[src/rtl/uart_rx_pkg.sv]
package uart_rx_pkg;

    typedef enum logic [1:0] {
        PAR_NONE = 2'b00,
        PAR_EVEN = 2'b01,
        PAR_ODD  = 2'b10,
        PAR_ZERO = 2'b11
    } par_mode_e;

    typedef enum logic [2:0] {
        RX_IDLE,
        RX_START,
        RX_DATA,
        RX_PAR,
        RX_STOP
    } rx_state_e;

    // xr is the xor of all data bits, pbit the received parity bit
    function automatic logic parity_bad(par_mode_e mode, logic xr, logic pbit);
        logic bad;
        case (mode)
            PAR_EVEN: bad = xr ^ pbit;
            PAR_ODD:  bad = ~(xr ^ pbit);
            PAR_ZERO: bad = pbit;
            default:  bad = 1'b0;
        endcase
        return bad;
    endfunction

endpackage

[src/rtl/uart_rx_sync.sv]
module uart_rx_sync #(
    parameter int unsigned STAGES = 2
) (
    input  logic clk,
    input  logic rst_n,
    input  logic din,
    output logic dout
);
    logic [STAGES-1:0] chain_d, chain_q;

    generate
        if (STAGES == 1) begin : g_one
            always_comb chain_d = din;
        end else begin : g_many
            always_comb chain_d = {chain_q[STAGES-2:0], din};
        end
    endgenerate

    // line idles high, so reset to 1 to avoid a false edge
    always_ff @(posedge clk or negedge rst_n) begin
        if (!rst_n) chain_q <= '1;
        else        chain_q <= chain_d;
    end

    assign dout = chain_q[STAGES-1];
endmodule

[src/rtl/uart_rx_framer.sv]
module uart_rx_framer
    import uart_rx_pkg::*;
#(
    parameter int unsigned DATA_W = 8,
    parameter int unsigned OSR    = 16,
    parameter int unsigned CNT_W  = 5
) (
    input  logic              clk,
    input  logic              rst_n,
    input  logic              tick,
    input  logic              enable,
    input  par_mode_e         par_mode,
    input  logic              line,
    output logic              fr_valid,
    output logic [DATA_W-1:0] fr_data,
    output logic              fr_perr,
    output logic              fr_ferr
);
    localparam int unsigned IDX_W = (DATA_W > 1) ? $clog2(DATA_W) : 1;
    localparam logic [CNT_W-1:0] HALF_LAST = CNT_W'(OSR / 2 - 1);
    localparam logic [CNT_W-1:0] BIT_LAST  = CNT_W'(OSR - 1);
    localparam logic [IDX_W-1:0] IDX_LAST  = IDX_W'(DATA_W - 1);

    typedef struct packed {
        rx_state_e         st;
        logic [CNT_W-1:0]  cnt;
        logic [IDX_W-1:0]  idx;
        logic [DATA_W-1:0] sh;
        logic              prev;
        logic              perr;
        logic              vld;
        logic [DATA_W-1:0] odata;
        logic              operr;
        logic              oferr;
    } fr_state_t;

    fr_state_t s_d, s_q;
    logic      bit_end;

    always_comb begin
        s_d     = s_q;
        s_d.vld = 1'b0;
        bit_end = (s_q.cnt == BIT_LAST);

        if (tick) s_d.prev = line;

        if (!enable) begin
            s_d.st  = RX_IDLE;
            s_d.cnt = '0;
        end else if (tick) begin
            case (s_q.st)
                RX_IDLE: begin
                    if (s_q.prev && !line) begin
                        s_d.st  = RX_START;
                        s_d.cnt = '0;
                    end
                end
                RX_START: begin
                    if (s_q.cnt == HALF_LAST) begin
                        s_d.cnt = '0;
                        if (!line) begin
                            s_d.st   = RX_DATA;
                            s_d.idx  = '0;
                            s_d.perr = 1'b0;
                        end else begin
                            s_d.st = RX_IDLE;
                        end
                    end else begin
                        s_d.cnt = s_q.cnt + 1'b1;
                    end
                end
                RX_DATA: begin
                    if (bit_end) begin
                        s_d.cnt = '0;
                        s_d.sh  = {line, s_q.sh[DATA_W-1:1]};
                        if (s_q.idx == IDX_LAST) begin
                            s_d.st = (par_mode == PAR_NONE) ? RX_STOP : RX_PAR;
                        end else begin
                            s_d.idx = s_q.idx + 1'b1;
                        end
                    end else begin
                        s_d.cnt = s_q.cnt + 1'b1;
                    end
                end
                RX_PAR: begin
                    if (bit_end) begin
                        s_d.cnt  = '0;
                        s_d.perr = parity_bad(par_mode, ^s_q.sh, line);
                        s_d.st   = RX_STOP;
                    end else begin
                        s_d.cnt = s_q.cnt + 1'b1;
                    end
                end
                RX_STOP: begin
                    if (bit_end) begin
                        s_d.cnt   = '0;
                        s_d.st    = RX_IDLE;
                        s_d.vld   = 1'b1;
                        s_d.odata = s_q.sh;
                        s_d.operr = s_q.perr;
                        s_d.oferr = ~line;
                    end else begin
                        s_d.cnt = s_q.cnt + 1'b1;
                    end
                end
                default: s_d.st = RX_IDLE;
            endcase
        end
    end

    always_ff @(posedge clk or negedge rst_n) begin
        if (!rst_n) begin
            s_q      <= '0;
            s_q.st   <= RX_IDLE;
            s_q.prev <= 1'b1;
        end else begin
            s_q <= s_d;
        end
    end

    assign fr_valid = s_q.vld;
    assign fr_data  = s_q.odata;
    assign fr_perr  = s_q.operr;
    assign fr_ferr  = s_q.oferr;
endmodule

[src/rtl/uart_rx_result.sv]
module uart_rx_result #(
    parameter int unsigned DATA_W = 8
) (
    input  logic              clk,
    input  logic              rst_n,
    input  logic              fr_valid,
    input  logic [DATA_W-1:0] fr_data,
    input  logic              fr_perr,
    input  logic              fr_ferr,
    input  logic              rd_strobe,
    input  logic              err_route,
    output logic [DATA_W-1:0] buf_data,
    output logic              st_perr,
    output logic              st_ferr,
    output logic              st_oerr,
    output logic              done_pulse,
    output logic              err_pulse
);
    typedef struct packed {
        logic [DATA_W-1:0] data;
        logic              full;
        logic              pe;
        logic              fe;
        logic              oe;
        logic              done;
        logic              err;
    } res_state_t;

    res_state_t r_d, r_q;
    logic       ovr;
    logic       any_err;

    always_comb begin
        r_d      = r_q;
        r_d.done = 1'b0;
        r_d.err  = 1'b0;
        ovr      = r_q.full & ~rd_strobe;
        any_err  = fr_perr | fr_ferr | ovr;

        if (rd_strobe) begin
            r_d.full = 1'b0;
            r_d.pe   = 1'b0;
            r_d.fe   = 1'b0;
            r_d.oe   = 1'b0;
        end

        if (fr_valid) begin
            r_d.data = fr_data;
            r_d.full = 1'b1;
            r_d.pe   = r_d.pe | fr_perr;
            r_d.fe   = r_d.fe | fr_ferr;
            r_d.oe   = r_d.oe | ovr;
            r_d.err  = any_err;
            r_d.done = ~any_err | ~err_route;
        end
    end

    always_ff @(posedge clk or negedge rst_n) begin
        if (!rst_n) r_q <= '0;
        else        r_q <= r_d;
    end

    assign buf_data   = r_q.data;
    assign st_perr    = r_q.pe;
    assign st_ferr    = r_q.fe;
    assign st_oerr    = r_q.oe;
    assign done_pulse = r_q.done;
    assign err_pulse  = r_q.err;
endmodule

[src/rtl/uart_rx_core.sv]
module uart_rx_core
    import uart_rx_pkg::*;
#(
    parameter int unsigned DATA_W      = 8,
    parameter int unsigned OSR         = 16,
    parameter int unsigned CNT_W       = 5,
    parameter int unsigned SYNC_STAGES = 2
) (
    input  logic              clk,
    input  logic              rst_n,
    input  logic              sample_en,
    input  logic              rx_en,
    input  logic              err_route,
    input  logic [1:0]        par_mode,
    input  logic              rxd,
    input  logic              rd_strobe,
    output logic [DATA_W-1:0] rx_data,
    output logic              err_parity,
    output logic              err_frame,
    output logic              err_overrun,
    output logic              done_irq,
    output logic              err_irq
);
    logic              line_s;
    logic              fr_valid;
    logic [DATA_W-1:0] fr_data;
    logic              fr_perr;
    logic              fr_ferr;

    uart_rx_sync #(.STAGES(SYNC_STAGES)) u_sync (
        .clk  (clk),
        .rst_n(rst_n),
        .din  (rxd),
        .dout (line_s)
    );

    uart_rx_framer #(.DATA_W(DATA_W), .OSR(OSR), .CNT_W(CNT_W)) u_framer (
        .clk     (clk),
        .rst_n   (rst_n),
        .tick    (sample_en),
        .enable  (rx_en),
        .par_mode(par_mode_e'(par_mode)),
        .line    (line_s),
        .fr_valid(fr_valid),
        .fr_data (fr_data),
        .fr_perr (fr_perr),
        .fr_ferr (fr_ferr)
    );

    uart_rx_result #(.DATA_W(DATA_W)) u_result (
        .clk       (clk),
        .rst_n     (rst_n),
        .fr_valid  (fr_valid),
        .fr_data   (fr_data),
        .fr_perr   (fr_perr),
        .fr_ferr   (fr_ferr),
        .rd_strobe (rd_strobe),
        .err_route (err_route),
        .buf_data  (rx_data),
        .st_perr   (err_parity),
        .st_ferr   (err_frame),
        .st_oerr   (err_overrun),
        .done_pulse(done_irq),
        .err_pulse (err_irq)
    );
endmodule

[config.mk]
export PLATFORM = sky130hd
export DESIGN_NAME = uart_rx_core
export DESIGN_NICKNAME = d
export VERILOG_FILES = /design/src/rtl/uart_rx_pkg.sv /design/src/rtl/uart_rx_sync.sv /design/src/rtl/uart_rx_framer.sv /design/src/rtl/uart_rx_result.sv /design/src/rtl/uart_rx_core.sv
export SDC_FILE = /design/constraint.sdc
export NUM_CORES = 1
export LEC_CHECK = 0
export ABC_CLOCK_PERIOD_IN_PS = 1900
export BUFFER_PORTS_ARGS = -buffer_cell sky130_fd_sc_hd__buf_2
export CORE_MARGIN = 4
export CORE_UTILIZATION = 40
export DETAILED_ROUTE_END_ITERATION = 10
export SYNTH_ARGS = -nofsm -noshare
export SYNTH_HDL_FRONTEND = slang
export SYNTH_SLANG_ARGS = --single-unit
[constraint.sdc]
create_clock -name clk -period 1.9 [get_ports clk]
set_input_delay 0.38 -clock clk [delete_from_list [all_inputs] [get_ports clk]]
set_output_delay 0.38 -clock clk [all_outputs]
set_load 0.1 [all_outputs]
# Yosys cells after proc, flatten, opt, wreduce, memory -nomap -nowiden
# Cells that the tools add are included.
[word_totals] output_inout_bits=13 regBits=48 in_bits=9
[classes] n_eq_ne=23 add_sub_neg=2 mux=31 bitwise=13 reduce_logical=15
[op_table] operator="11-bit 2-to-1 mux" count=5
[op_table] operator="3-bit 2-to-1 mux" count=9
[op_table] operator="8-bit 2-to-1 mux" count=3
[op_table] operator="19-bit 2-to-1 mux" count=1
[op_table] operator="3-bit by 2-bit inequality test with 1-bit output (second input constant)" count=6
[op_table] operator="3-bit one-hot mux with 5 select lines" count=1
[op_table] operator="5-bit one-hot mux with 3 select lines" count=1
[op_table] operator="7-bit AND reduction" count=2
[op_table] operator="5-bit 2-to-1 mux" count=2
[op_table] operator="4-bit AND reduction" count=2
[op_table] operator="8-bit parity" count=1
[op_table] operator="3-bit by 2-bit == test with 1-bit output (second input constant)" count=2
[op_table] operator="3-bit == test (second input constant)" count=2
[op_table] operator="6-bit 2-to-1 mux" count=1
[op_table] operator="2-bit by 1-bit inequality test with 1-bit output (second input constant)" count=3
[op_table] operator="2-bit inequality test (second input constant)" count=3
[op_table] operator="1-bit bitwise OR" count=6
[op_table] operator="3-bit one-hot mux with 2 select lines" count=1
[op_table] operator="6-bit AND reduction" count=1
[op_table] operator="2-bit nonzero test" count=3
[op_table] operator="5-bit by 1-bit adder with 5-bit output (second input constant)" count=1
[op_table] operator="5-bit by 3-bit == test with 1-bit output (second input constant)" count=1
[op_table] operator="5-bit by 4-bit == test with 1-bit output (second input constant)" count=1
[op_table] operator="1-bit inverter" count=5
[op_table] operator="other kinds (18)" count=21

# Logic depth before layout (Yosys ltp)
# Gate-level depths: netlist (run 1).
[logic_depth] ltp_word=7 depth_mapped=7 depth_no_buf=7

# Modules after synthesis
# Synthesis (run 1) repeated with hierarchy kept, for this count alone.
[unflattened] hier_cells=211 hier_area_um2=2374.8
[modules_own_cells] mod="uart_rx_framer" cells_each=165 area_each_um2=1747.9 seq_area_each_um2=802.0 instances=1
[modules_own_cells] mod="uart_rx_result" cells_each=44 area_each_um2=574.3 seq_area_each_um2=350.3 instances=1
[modules_own_cells] mod="uart_rx_sync" cells_each=2 area_each_um2=52.6 seq_area_each_um2=52.6 instances=1

# Least setup slack after synthesis (run 1)
# OpenSTA, ideal clock, no wires.
[synth_path] kind="reg2reg" from="reg u_framer.s_q[24] (netlist name)" to="reg u_framer.s_q, in the netlist u_framer.fr_perr" arrival_time_ns=1.520 stages_incl_launch_ff=7 setup_time_ns=0.125 path_slack_ns=0.255 required_time_ns=1.775 path_buffers=1 path_cell_list="dfrtp_1 > ha_1 > nand2_1 > nor3b_2 > nand4_1 > buf_4 > mux2_4"
[synth_via] elab_chain_cells=2
[synth_rtl] element="from (decl)" line="uart_rx_framer.sv:37" rtl="fr_state_t s_d, s_q;"
[synth_rtl] element="5-bit by 4-bit == test with 1-bit output" line="uart_rx_framer.sv:43" rtl="bit_end = (s_q.cnt == BIT_LAST);"
[synth_rtl] element="4-bit AND reduction (no line)"
# Every way passes these cells.
# A chain may end at the register's enable or synchronous reset.

# Final worst setup path (run 1)
[layout_path] from="reg u_framer.s_q[21] (netlist name)" to="reg u_framer.s_q[21] (netlist name)"
[layout_via] elab_chain_cells=4 elab_cells_between_ends=7 classes_between="add/sub: 1; eq/ne: 2; mux: 3; reduce/logical: 1"
[layout_rtl] element="3-bit by 1-bit adder with 3-bit output" line="uart_rx_framer.sv:79" rtl="s_d.idx = s_q.idx + 1'b1;"
[layout_rtl] element="3-bit 2-to-1 mux" line="uart_rx_framer.sv:76" rtl="if (s_q.idx == IDX_LAST) begin"
[layout_rtl] element="11-bit 2-to-1 mux" line="uart_rx_framer.sv:73" rtl="if (bit_end) begin"
[layout_rtl] element="3-bit one-hot mux with 2 select lines" line="uart_rx_framer.sv:51" rtl="case (s_q.st)"
# Several ways; a longest one is shown, not always the timed one. The select of a mux whose other input is x is not followed.

==> flow_results.org, run 1 <==
** Timing
- Fin. Hold Viols :: 0
- Max-slew headroom at the worst pin :: 67.8%
- TNS Setup :: 0 ns
- Setup WS post-layout :: between 0.1 and 0.15 ns
- Count of final setup violators :: 0
- Clock tree skew after final layout :: 0.0120 ns
- Post-route fraction of the period consumed by the critical path :: between 90% and 100%
- Final period demand of the worst path :: ~1.8 ns
- For the pin with the worst max-slew slack, the measured transition is between 0.4 and 0.5 ns.
- Final Slew Violations :: 0
- Fmax :: about 0.57 GHz
- On the final layout, the worst hold slack is between 0.04 and 0.05 ns.

** Global routing
- After global routing, the most crowded layer is met2.
- For met3 alone, demand over resource in global routing was a little over 4%.
- Wire length of the first global-routing pass :: just over 7000 um
- Initial antenna violation count :: 0
- Vias in the first global route :: roughly 1500
- Global routing used 12.1% of the available tracks across all layers.
- Entering global routing, the biggest net connects approximately 50 pins.
- In the global route stage, met2 resource usage came out at ~18%.
- For this run, global-route usage on met1 was measured as between 15 and 20%.
- The total overflow left after global routing is 0.

** Drt
- The first routing iteration left ~110 violations.
- Once detail routing completed, the nets flagged for antenna violations numbered 0.
- Vias :: between 1500 and 2000
- In the routed layout, each cell is associated on average with a via count of 5.16.
- The first TritonRoute pass finished after 4 iterations.
- Wirelength, routed :: a little under 4000 um
- Post-DR wirelength/cell :: roughly 13 um
- Remaining design rule violation count :: 0

** Place
- Pre-CTS setup slack :: approximately 0.073 ns
- Detailed placement ended at an HPWL of approximately 2800 um.
- Routability-driven placement finished with a final weighted congestion of between 0.8 and 0.9.
- Buffers placed on the I/O ports in this run total 21.
- Cell area reported after detailed placement :: roughly 2500 um2
- Cell total after placement :: 284

** Floorplanning
- Standard-cell rows :: 27
- Chip Width :: around 85 um
- The initial utilization of the core area, before any placement, comes to 41.8%.
- Top-level port count :: 22
- In this run the vertical extent of the chip is between 80 and 90 um.
- In this run the standard cell core region covers 5610 um2.
- Die footprint :: about 7000 um2

** Outcome
- Run status :: finished, final reports clean

** Logic synthesis
- Largest area contributor in the netlist :: dfrtp_1
- Share of the synthesized area in the top cell type :: 48.0%
- The Yosys step of the flow raised 0 warnings.
- Number of synthesized register bits :: 48
- After synthesis, flip-flops and latches occupy 51.4% of the total area.
- Syn nets :: between 200 and 250
- Main area contributors after synthesis :: dfrtp_1, mux2_2, buf_4
- After synthesis the cells add up to 2340 um2.
- A synthesized cell averages about 12 um2.
- Counting distinct cell types in the post-synthesis netlist gives 45.
- Post-synthesis cell count :: 199

** Power
- In this run the static leakage power is ~1.3 nW.
- Final Power :: between 1.5 and 2 mW
- Max VDD drop :: approximately 0.00033 V
- Power density of the placed cells :: between 700 and 800 nW/um2

** Clock tree
- Number of clock buffers inserted by TritonCTS :: 5
- Clock latency reported for the late side of the worst-skew pair :: about 0.30 ns
- TritonCTS built the clock tree.
- Buffers inserted during post-CTS setup optimization :: 0
- Register clock-pin slew on the reported worst setup and hold paths :: around 0.09 ns
- Max Root-Sink Buffers :: 2
- The tree is rooted in a clkbuf_8.
- The clock net in this run drives a total of 48 sinks.
- Number of hold buffers added after cts :: 0
- The clock tree synthesis step divided the H-tree into 2 levels.
- Number of gates given a new drive strength after cts :: 0

** Finish
- Fin nets :: 232
- At the end of the flow the core is filled with cells to between 40% and 50%.
- Cell area after layout :: roughly 2700 um2
- The area growth from synthesis to layout is 13.6%.
- Count of inserted antenna diode cells :: 0
- Final Non-Filler Cells :: roughly 300
- Of the cells placed in the final design, the portion with a size suffix greater than 1 is between 30% and 40%.

** Setup path
- On the worst path, the slowest cell contributes a delay of around 0.39 ns.
- The signal on the critical path passes through ha_1 -> ha_1 -> o41ai_2 -> o2111ai_2 -> nor2_1 -> mux2_2.
- The worst setup path is of the reg -> reg kind.
- For the worst flop-to-flop path, the logic depth is 6.
- Required @ worst endpoint :: 2.14 ns
- Along the worst path, the maximum fanout reaches 4.
- Cell with the largest stage delay on the worst path :: dfrtp_1
- The worst setup path is captured at a register.
- Data on the critical path arrives at its endpoint at 2.00 ns.
- Startpoint Class :: register
- The most numerous cell type found on the critical path is ha_1.

** Min path
- The min-delay analysis places its worst path in the category in -> async.

** Flow run
- The tool flagged a number of max-cap violations equal to 0.
-- cell families after synthesis --
family / Yosys count / synth area share, %
fa+ha+maj: 4 / 2.13
flops: 48 / 51.4
xor+xnor: 10 / 3.74
buf+inv: 24 / 5.87
mux: 29 / 13.9
compound gates: 30 / 9.55
simple gates: 54 / 13.4
-- cell usage after synthesis --
cell and number:
mux2_2 25, ha_1 4, nand3_1 7, mux2i_1 3, nand2_1 14, a21boi_0 1
a32oi_1 1, o211ai_1 3, xor2_1 2, buf_4 11, nor3b_2 1, o21ai_1 1
or3_1 2, nor3_1 3, dfrtp_1 45, a22oi_2 1, o21ai_2 1, o2111ai_1 1
nor2_1 9, a32o_1 2, a211o_1 1, and2_1 4, o41ai_1 2, inv_1 6
dfstp_2 3, nor2b_1 2, and4_1 1, nand4b_4 1, nand4b_1 1, a22o_1 4
xnor2_1 8, nand4_1 2, o21ai_0 7, nand3_2 1, nor4_1 2, o311ai_0 1
mux2_4 1, nand4bb_1 1, buf_2 5, clkbuf_1 2, and2b_1 1, a21oi_1 2
o21a_1 2, or2_2 1, nand2b_4 1
-- power breakdown --
group | total (mW) | switching (mW) | internal, mW
clock network | 0.858 | 0.332 | 0.526
registers | 1.04 | 0.00839 | 1.03
logic | 0.0830 | 0.0524 | 0.0307
total | 1.98 | 0.393 | 1.59
-- layout make-up --
cell class	instances	area, um2
fillers	541	2950
flip-flops and latches	48	1210
multi-input cells	127	1020
repair buffers	31	193
well taps	72	90.1
clock buffers	6	72.6
clock inverters	2	60.1
inverters	6	22.5
-- metal layers --
layer,vias to the layer above,part of all wire [%]
li1,744,-
met1,728,49
met2,31,45
met3,4,5.1
met4,0,1.1
met5,-,0
-- layout by cell type (no fill, tap or decap), drive strengths merged, types with 2 or more instances in the layout --
| master | instances |
|---|---|
| nand3 | 8 |
| bufinv | 2 |
| inv | 6 |
| o21a | 2 |
| nor4 | 2 |
| o211ai | 3 |
| ha | 4 |
| o21ai | 9 |
| clkbuf | 6 |
| mux2 | 26 |
| nand4 | 2 |
| or3 | 2 |
| a32o | 2 |
| a22o | 4 |
| nor3 | 3 |
| nand2 | 14 |
| nor2b | 2 |
| mux2i | 3 |
| and2 | 4 |
| buf | 31 |
| xnor2 | 8 |
| a21oi | 2 |
| nand4b | 2 |
| xor2 | 2 |
| nor2 | 9 |
| dfstp | 3 |
| o41ai | 2 |
| dfrtp | 45 |
-- worst paths after layout --
path | from | to | slack [ns]
worst max-delay path | u_framer.s_q[21]$_DFFE_PN0P_ | u_framer.s_q[21]$_DFFE_PN0P_ | 0.14
worst min-delay path | rst_n | u_result.buf_data[5]$_DFFE_PN0P_ | 0.05
worst max register to register | u_framer.s_q[21]$_DFFE_PN0P_ | u_framer.s_q[21]$_DFFE_PN0P_ | 0.14
worst min register to register | u_sync.chain_q[0]$_DFF_PN1_ | u_sync.chain_q[1]$_DFF_PN1_ | 0.36
max in group asynchronous | rst_n | u_framer.s_q[12]$_DFFE_PN1P_ | 1.57
min in group clk | rxd | u_sync.chain_q[0]$_DFF_PN1_ | 0.18
-- flip-flops by register name, indices dropped and copies added, names as in the netlist --
signal               cells
u_framer.s_q            21
u_framer.fr_data         8
u_result.buf_data        8
u_sync.chain_q           2
u_framer.fr_ferr         1
u_framer.fr_perr         1
u_framer.fr_valid        1
u_result.done_pulse      1
u_result.err_pulse       1
u_result.r_q             1
u_result.st_ferr         1
u_result.st_oerr         1
u_result.st_perr         1
-- critical path, delay by kind of cell (launching register included) --
family	cells	cell delay [ns]
mux	1	0.19
simple gates	1	0.24
compound gates	2	0.47
fa+ha+maj	2	0.41
flops	1	0.39
Note: power is estimated with default switching activity, not from simulation.
==> run 2, diff against run 1 <==
--- a/config.mk
+++ b/config.mk
@@ -10,6 +10,7 @@
 export CORE_MARGIN = 4
 export CORE_UTILIZATION = 40
 export DETAILED_ROUTE_END_ITERATION = 10
+export SETUP_SLACK_MARGIN = 0.5
 export SYNTH_ARGS = -nofsm -noshare
 export SYNTH_HDL_FRONTEND = slang
 export SYNTH_SLANG_ARGS = --single-unit
==> flow_results.org, run 2 (synthesized netlist as in run 1, its figures left out) <==
** Timing
- Setup WS post-layout :: 0.221 ns (+0.0781 ns)
- Fmax :: 0.595 GHz (+4.7%)
- The final count of hold timing violations is 0 (unchanged).
- Final period demand of the worst path :: 1.68 ns (-0.0781 ns)
- The max-slew violation count was 0 (unchanged).
- The relative slew slack was 65.5% (-2.3 points).
- Transition time of the tightest slew-check pin :: 0.518 ns (+0.0352 ns)
- Setup repair after global routing could not meet its margin everywhere.
- The ratio of final minimum period to clock period came to 88.4% (-4.1 points).
- The total negative slack came to 0 ns (unchanged).
- The final worst clock skew came to 0.00706 ns (-0.00496 ns).
- The count of final setup violators is 0 (unchanged).

** Place
- Port-buffer cells :: 21 (unchanged)
- Placed wire-length estimate after detailed placement :: 2900 um (+5.0%)
- The final weighted congestion in routability-driven placement was 0.789 (-1.8%).
- Pre-CTS setup slack :: 0.142 ns (+0.0689 ns)
- The total cell area at the placement stage came to 2530 um2 (+0.80%).

** Setup path
- The startpoint identified for the worst register-to-register timing path is u_framer.s_q[24]$_DFFE_PN0P_.
- Path type of the worst setup path :: reg -> reg
- The critical path required time was 2.10 ns (-0.04 ns).
- The register-to-register setup slack was 0.22 ns (+0.08 ns).
- The endpoint identified for the worst register-to-register timing path is u_framer.fr_perr$_DFFE_PN0P_.
- The worst-case reg-to-reg path depth came to 7 (+1).
- The worst setup path is launched from a register.
- Critical Path AT :: 1.88 ns (-0.12 ns)
- CP Max Fanout :: 11 (+7)
- CP endpoint kind :: register

** Floorplanning
- The placement row count is 27 (unchanged).
- The die extent in y came to 84.6 um (unchanged).
- Die footprint :: 7150 um2 (unchanged)
- Starting Density :: 41.8% (unchanged)
- Top-level port count :: 22 (unchanged)
- The horizontal die dimension is 84.6 um (unchanged).
- Floorplan core area :: 5610 um2 (unchanged)

** Clock tree
- Root buf cell :: clkbuf_8
- Number of clock buffers inserted by TritonCTS :: 5 (unchanged)
- The clock insertion delay at the later pin of the skew report was 0.31 ns (about the same).
- The clock transition time at the flip-flop clock pins of the worst setup and hold paths was 0.09 ns (about the same).
- TritonCTS built the clock tree.
- The count of hold-fix buffers inserted at cts is 0 (unchanged).
- H-tree levels :: 2 (unchanged)
- Clk sink count :: 48 (unchanged)
- Max Root-Sink Buffers :: 2 (unchanged)

** Finish
- Flip-flop count of the largest register, all copies and words added :: 21 (unchanged)
- End-of-flow core utilization :: 54.7% (+7.2 points)
- More flip-flops sit in one register than any other, and that register is u_framer.s_q.
- Fin nets :: 260 (+12%)
- Cell area after layout :: 3070 um2 (+15%)
- Share of final-layout standard cells stronger than drive strength 1 :: 51.2% (+16 points)
- Leaving out fill and tap cells, the most frequent cell in the layout is buf_4.
- The total inserted antenna cells came to 0 (unchanged).
- The area growth from synthesis to layout is 30.8%.
- Commonest non-fill, non-tap cells in the layout :: buf_4, dfrtp_1, mux2_2

** Power
- Switching portion of total power :: 22.9% (+3.1 points)
- Combinational power share :: 6.2% (+2.0 points)
- The switching component of the power is 0.439 mW (+12%).
- The areal power density over the cells is 625 nW/um2 (-16%).
- The clock power share is 39.7% (-3.6 points).
- The leakage component of the power is 1.47 nW (+11%).
- The maximum vdd ir drop came to 0.000448 V (+36%).
- Final Power :: 1.92 mW (-3.1%)
- The internal power summed over all cells is 1.48 mW (-6.8%).
- The power share of the sequential group was 54.1% (+1.6 points).

** Drt
- Average via count per standard cell :: 5.15 (-0.27%)
- Detail Route Antenna Nets :: 0 (unchanged)
- The routed via count came to 1647 (+9.3%).
- The average routed wire per standard cell is 14.5 um (+7.8%).
- Iteration count of the initial detailed-routing pass :: 4 (unchanged)
- The DRC marker count from the first detailed-route iteration was 120 (+5.3%).
- Remaining design rule violation count :: 0 (unchanged)
- Wirelength, routed :: 4650 um (+18%)

** Global routing
- Vias in the first global route :: 1664 (+13%)
- Maximum number of pins on one net before global-route repair :: 29 (-41%)
- Wire length of the first global-routing pass :: 7820 um (+11%)
- The total grt overflow is 0 (unchanged).
- The initial antenna violation count is 0 (unchanged).
- All-Layer GR Usage :: 13.6% (+1.5 points)

** Min path
- The min-delay analysis places its worst path in the category in -> async.

** Flow run
- MaxCap Viol Count :: 0 (unchanged)

** Outcome
- The flow ran to the end, and the final reports show no timing, DRC or antenna violations.
[run 2: cell types whose count changed in the layout (fill, tap and decap cells not counted), sizes merged]
cell    before  now
clkbuf       6    5
buf         31   58
bufinv       2    1
clkinv       0    2
nand3        8    9
[run 2: cell type report]
class,instances,area [um2]
Tap cell,72,90.1
Timing Repair Buffer,58,454
Sequential cell,48,1210
Clock inverter,3,47.5
Fill cell,483,2540
Multi-Input combinational cell,128,1170
Clock buffer,5,68.8
Inverter,6,22.5
[run 2: layer usage]
layer  track usage, %  share of wire, %  routed length [um]  vias to the layer above
met1             18.1                46                2160                      817
met3             2.94               4.1                 190                        7
li1                 -                 -                   -                      795
met5                0                 0                   0                        -
met2             20.9                48                2230                       28
met4             7.05               1.7                  78                        0
[run 2: worst max path at each step]
stage	startpoint	endpoint	depth (start not counted)
final	u_framer.s_q[24]$_DFFE_PN0P_	u_framer.fr_perr$_DFFE_PN0P_	7
after CTS	u_framer.s_q[21]$_DFFE_PN0P_	u_framer.s_q[21]$_DFFE_PN0P_	5
after detailed placement	u_framer.s_q[30]$_DFFE_PN0P_	u_framer.s_q[21]$_DFFE_PN0P_	5
after global placement	u_framer.s_q[30]$_DFFE_PN0P_	u_framer.s_q[21]$_DFFE_PN0P_	5
after global routing	u_framer.s_q[25]$_DFFE_PN0P_	u_framer.fr_perr$_DFFE_PN0P_	7
after floorplan	u_framer.s_q[24]$_DFFE_PN0P_	u_framer.s_q[29]$_DFFE_PN0P_	6
[run 2: power by group through the flow]
| stage | logic, mW | clock network [mW] | registers, mW |
|---|---|---|---|
| after floorplan | 0.0441 | 0 | 1.05 |
| after global placement | 0.0840 | 0 | 1.06 |
| after detailed placement | 0.0848 | 0 | 1.06 |
| after CTS | 0.0901 | 0.790 | 1.04 |
| after global routing | 0.135 | 0.815 | 1.04 |
| final | 0.120 | 0.761 | 1.04 |
[run 2: what timing repair did]
item	in CTS	in global routing
hold endpoints to repair	0	0
resized for setup	27	24
setup buffers	12	18
pin swaps	11	16
endpoints found under the setup margin	43	30
cloned	1	0
[run 2: worst max-delay path, cell delays in order (launching register included)]
cell and delay (ns):
dfrtp_1 0.41, ha_4 0.19, buf_4 0.12, nand2_2 0.05, nor3b_2 0.20, nand4_1 0.12, buf_6 0.19, mux2_4 0.29
[run 2: metrics by stage]
stage,cells,hold WS [ns]
4_1_cts,302,0.0341
3_5_place_dp,281,0.348
3_3_place_gp,281,0.347
5_1_grt,320,0.0643
2_1_floorplan,199,0.0844
6_report,320,0.0325
==> run 3, diff against run 2 <==
--- a/config.mk
+++ b/config.mk
@@ -5,11 +5,14 @@
 export SDC_FILE = /design/constraint.sdc
 export NUM_CORES = 1
 export LEC_CHECK = 0
-export ABC_CLOCK_PERIOD_IN_PS = 1900
+export ABC_CLOCK_PERIOD_IN_PS = 1400
 export BUFFER_PORTS_ARGS = -buffer_cell sky130_fd_sc_hd__buf_2
+export CELL_PAD_IN_SITES_DETAIL_PLACEMENT = 0
+export CELL_PAD_IN_SITES_GLOBAL_PLACEMENT = 1
 export CORE_MARGIN = 4
 export CORE_UTILIZATION = 40
 export DETAILED_ROUTE_END_ITERATION = 10
+export PLACE_DENSITY_LB_ADDON = 0.1
 export SETUP_SLACK_MARGIN = 0.5
 export SYNTH_ARGS = -nofsm -noshare
 export SYNTH_HDL_FRONTEND = slang
==> constraint.sdc (replaced) <==
create_clock -name clk -period 1.4 [get_ports clk]
set_input_delay 0.28 -clock clk [delete_from_list [all_inputs] [get_ports clk]]
set_output_delay 0.28 -clock clk [all_outputs]
set_load 0.1 [all_outputs]
==> flow_results.org, run 3 (synthesized netlist as in run 1, its figures left out) <==
** Drt
- Post-DR wirelength/cell :: 15.6 um (+7.1%)
- The DRC marker count from the first detailed-route iteration is 53 (-56%).
- The post-detailed-route DRC marker count came to 0 (unchanged).
- Vias :: 1696 (+3.0%)
- Average via count per standard cell :: 5.14 (-0.15%)
- Detail Route Antenna Nets :: 0 (unchanged)
- The wire length reported by the detailed router was 5140 um (+10%).
- The count of TritonRoute iterations in the first routing pass was 4 (unchanged).

** Timing
- The relative slew slack was 75.8% (+10 points).
- Transition time of the tightest slew-check pin :: 0.362 ns (-0.156 ns)
- The worst hold margin came to -0.138 ns (-0.171 ns).
- Count of final setup violators :: 28 (+28)
- The final count of hold timing violations is 10 (+10).
- The minimum clock period after layout came to 1.61 ns (-0.0656 ns).
- Final Slew Violations :: 0 (unchanged)
- The post-route worst setup slack came to -0.214 ns (-0.434 ns).
- Post-route fraction of the period consumed by the critical path :: 115% (+27 points)
- The timing-limited maximum frequency is 0.620 GHz (+4.1%).
- The final worst clock skew was 0.0104 ns (+0.00330 ns).
- Setup repair after global routing could not meet its margin everywhere.

** Finish
- Fin nets :: 270 (+3.8%)
- The total inserted antenna cells came to 0 (unchanged).
- Area grow syn2layout :: 45.8%
- Share of final-layout standard cells stronger than drive strength 1 :: 57.8% (+6.5 points)
- Register with the most flip-flops :: u_framer.s_q
- Flip-flop count of the largest register, all copies and words added :: 21 (unchanged)
- End-of-flow core utilization :: 61.0% (+6.2 points)
- The final instance count without filler cells was 330 (+3.1%).
- The top cell types in the final layout, fill and taps aside, are dfrtp_1, buf_4, mux2_2.
- Leaving out fill and tap cells, the most frequent cell in the layout is dfrtp_1.

** Setup path
- The data arrival time of the worst path came to 1.87 ns (about the same).
- The peak fanout along the critical path came to 4 (-7).
- STA classifies the critical path endpoint as a register.
- The critical path starts at u_framer.s_q[21]$_DFFE_PN0P_.
- Crit-path leading delay family :: flip-flops
- The worst stage delay on the critical path came to 0.40 ns (about the same).
- Worst Reg2Reg Path Length in Cells :: 6 (-1)
- Reg2Reg Launch Point :: u_framer.s_q[21]$_DFFE_PN0P_
- Path type of the worst setup path :: reg -> reg
- Startpoint Class :: register
- Cell-by-cell trace of the critical path :: ha_2 -> ha_4 -> o41ai_4 -> o2111ai_2 -> nor2_2 -> mux2_4
- Required @ worst endpoint :: 1.65 ns (-0.45 ns)
- Cell with the largest stage delay on the worst path :: dfrtp_1
- Minimum setup slack among reg-to-reg paths :: -0.21 ns (-0.43 ns)
- The worst path buffer plus inverter count came to 0 (-2).
- The total stage count of the critical path came to 6 (-1).

** Floorplanning
- The horizontal die dimension came to 84.6 um (unchanged).
- The die extent in y is 84.6 um (unchanged).
- The count of boundary I/O pins is 22 (unchanged).
- Floorplan core area :: 5610 um2 (unchanged)
- Die footprint :: 7150 um2 (unchanged)
- Starting Density :: 41.8% (unchanged)
- The placement row count is 27 (unchanged).

** Clock tree
- The clock insertion delay at the later pin of the skew report is 0.30 ns (about the same).
- The maximum buffer depth of the clock tree came to 2 (unchanged).
- Register clock-pin slew on the reported worst setup and hold paths :: 0.10 ns (about the same)
- TritonCTS clock tree :: done
- The clock buffer count from CTS is 5 (unchanged).
- The tree is rooted in a clkbuf_8.
- H-tree levels :: 2 (unchanged)
- The number of sinks on the clock net is 48 (unchanged).

** Min path
- HP Class :: in -> async

** Outcome
- The run finished, with violations left.
- The checks that failed: negative hold slack, negative setup slack.

** Place
- Port-buffer cells :: 21 (unchanged)
- The final weighted congestion in routability-driven placement was 0.843 (+6.9%).
- Placed wire-length estimate after detailed placement :: 3380 um (+16%)
- Cell total after placement :: 307 (+9.3%)

** Global routing
- Wire length of the first global-routing pass :: 9070 um (+16%)
- The initial antenna violation count was 0 (unchanged).
- The global routing usage summed across all routing layers is 15.5% (+1.8 points).
- Vias in the first global route :: 1912 (+15%)
- The total grt overflow is 0 (unchanged).
- Maximum number of pins on one net before global-route repair :: 25 (-14%)

** Power
- Leakage power :: 1.61 nW (+9.1%)
- Final Power :: 2.61 mW (+36%)
- Max VDD drop :: 0.000446 V (-0.39%)
- Power density of the placed cells :: 763 nW/um2 (+22%)

** Flow run
- The max-capacitance violation count is 0 (unchanged).
## run 3: changes by cell type in the layout (fill, tap and decap cells not counted), sizes merged
| cell | previous run | this run |
|---|---|---|
| nand3 | 9 | 8 |
| buf | 58 | 69 |
| inv | 6 | 7 |
| clkinvlp | 0 | 1 |
| clkinv | 2 | 0 |
## run 3: area by class of cell
cell class	count	area [um2]
clock inverters	3	46.3
inverters	6	22.5
fillers	447	2190
multi-input cells	127	1230
flip-flops and latches	48	1230
clock buffers	5	68.8
well taps	72	90.1
repair buffers	69	731
## run 3: metal layers
| metal | wire, um | vias up | GRT usage [%] | share of wire [%] |
|---|---|---|---|---|
| met5 | 0 | - | 0 | 0 |
| met3 | 150 | 9 | 3.14 | 2.9 |
| li1 | - | 815 | - | - |
| met4 | 96 | 0 | 4.60 | 1.9 |
| met2 | 2650 | 31 | 27.0 | 52 |
| met1 | 2240 | 841 | 19.2 | 44 |
## run 3: final timing paths
check                                                        to
max in group asynchronous       u_framer.fr_data[7]$_DFFE_PN0P_
worst min register to register      u_sync.chain_q[1]$_DFF_PN1_
worst max register to register     u_framer.s_q[21]$_DFFE_PN0P_
min in group clk                    u_sync.chain_q[0]$_DFF_PN1_
worst max-delay path               u_framer.s_q[21]$_DFFE_PN0P_
worst min-delay path               u_framer.s_q[21]$_DFFE_PN0P_
## run 3: power breakdown
group	internal [mW]	switching, mW	leakage (nW)	total (mW)
registers	1.40	0.0108	0.642	1.41
logic	0.0766	0.0917	0.908	0.168
clock network	0.539	0.492	0.0548	1.03
## run 3: per-stage QoR
step                TNS, ns  area, um2  hold WS [ns]  setup WS [ns]
finish                -4.13       3420        -0.138         -0.214
CTS                   -4.14       3330        -0.129         -0.221
global route          -6.33       3420        -0.121         -0.320
global placement      -3.26       2850         0.194         -0.180
detailed placement    -4.91       2850         0.202         -0.322
floorplan             -2.09       2460       -0.0156         -0.163
## run 3: what timing repair did
item                                   4_1_cts  5_1_grt
setup endpoints to repair                   58       58
resized for setup                           75       15
pin swaps                                   22       13
buffers inserted                            12        3
endpoints found under the hold margin       10       10
## run 3: worst reg2reg max path: cells and delay by family, from the launching register on
family	cells	cell delay [ns]
multiplexers	1	0.17
AND/OR/NAND/NOR	1	0.21
AO/OA/AOI/OAI	2	0.40
adder cells (fa/ha/maj)	2	0.38
flip-flops	1	0.40
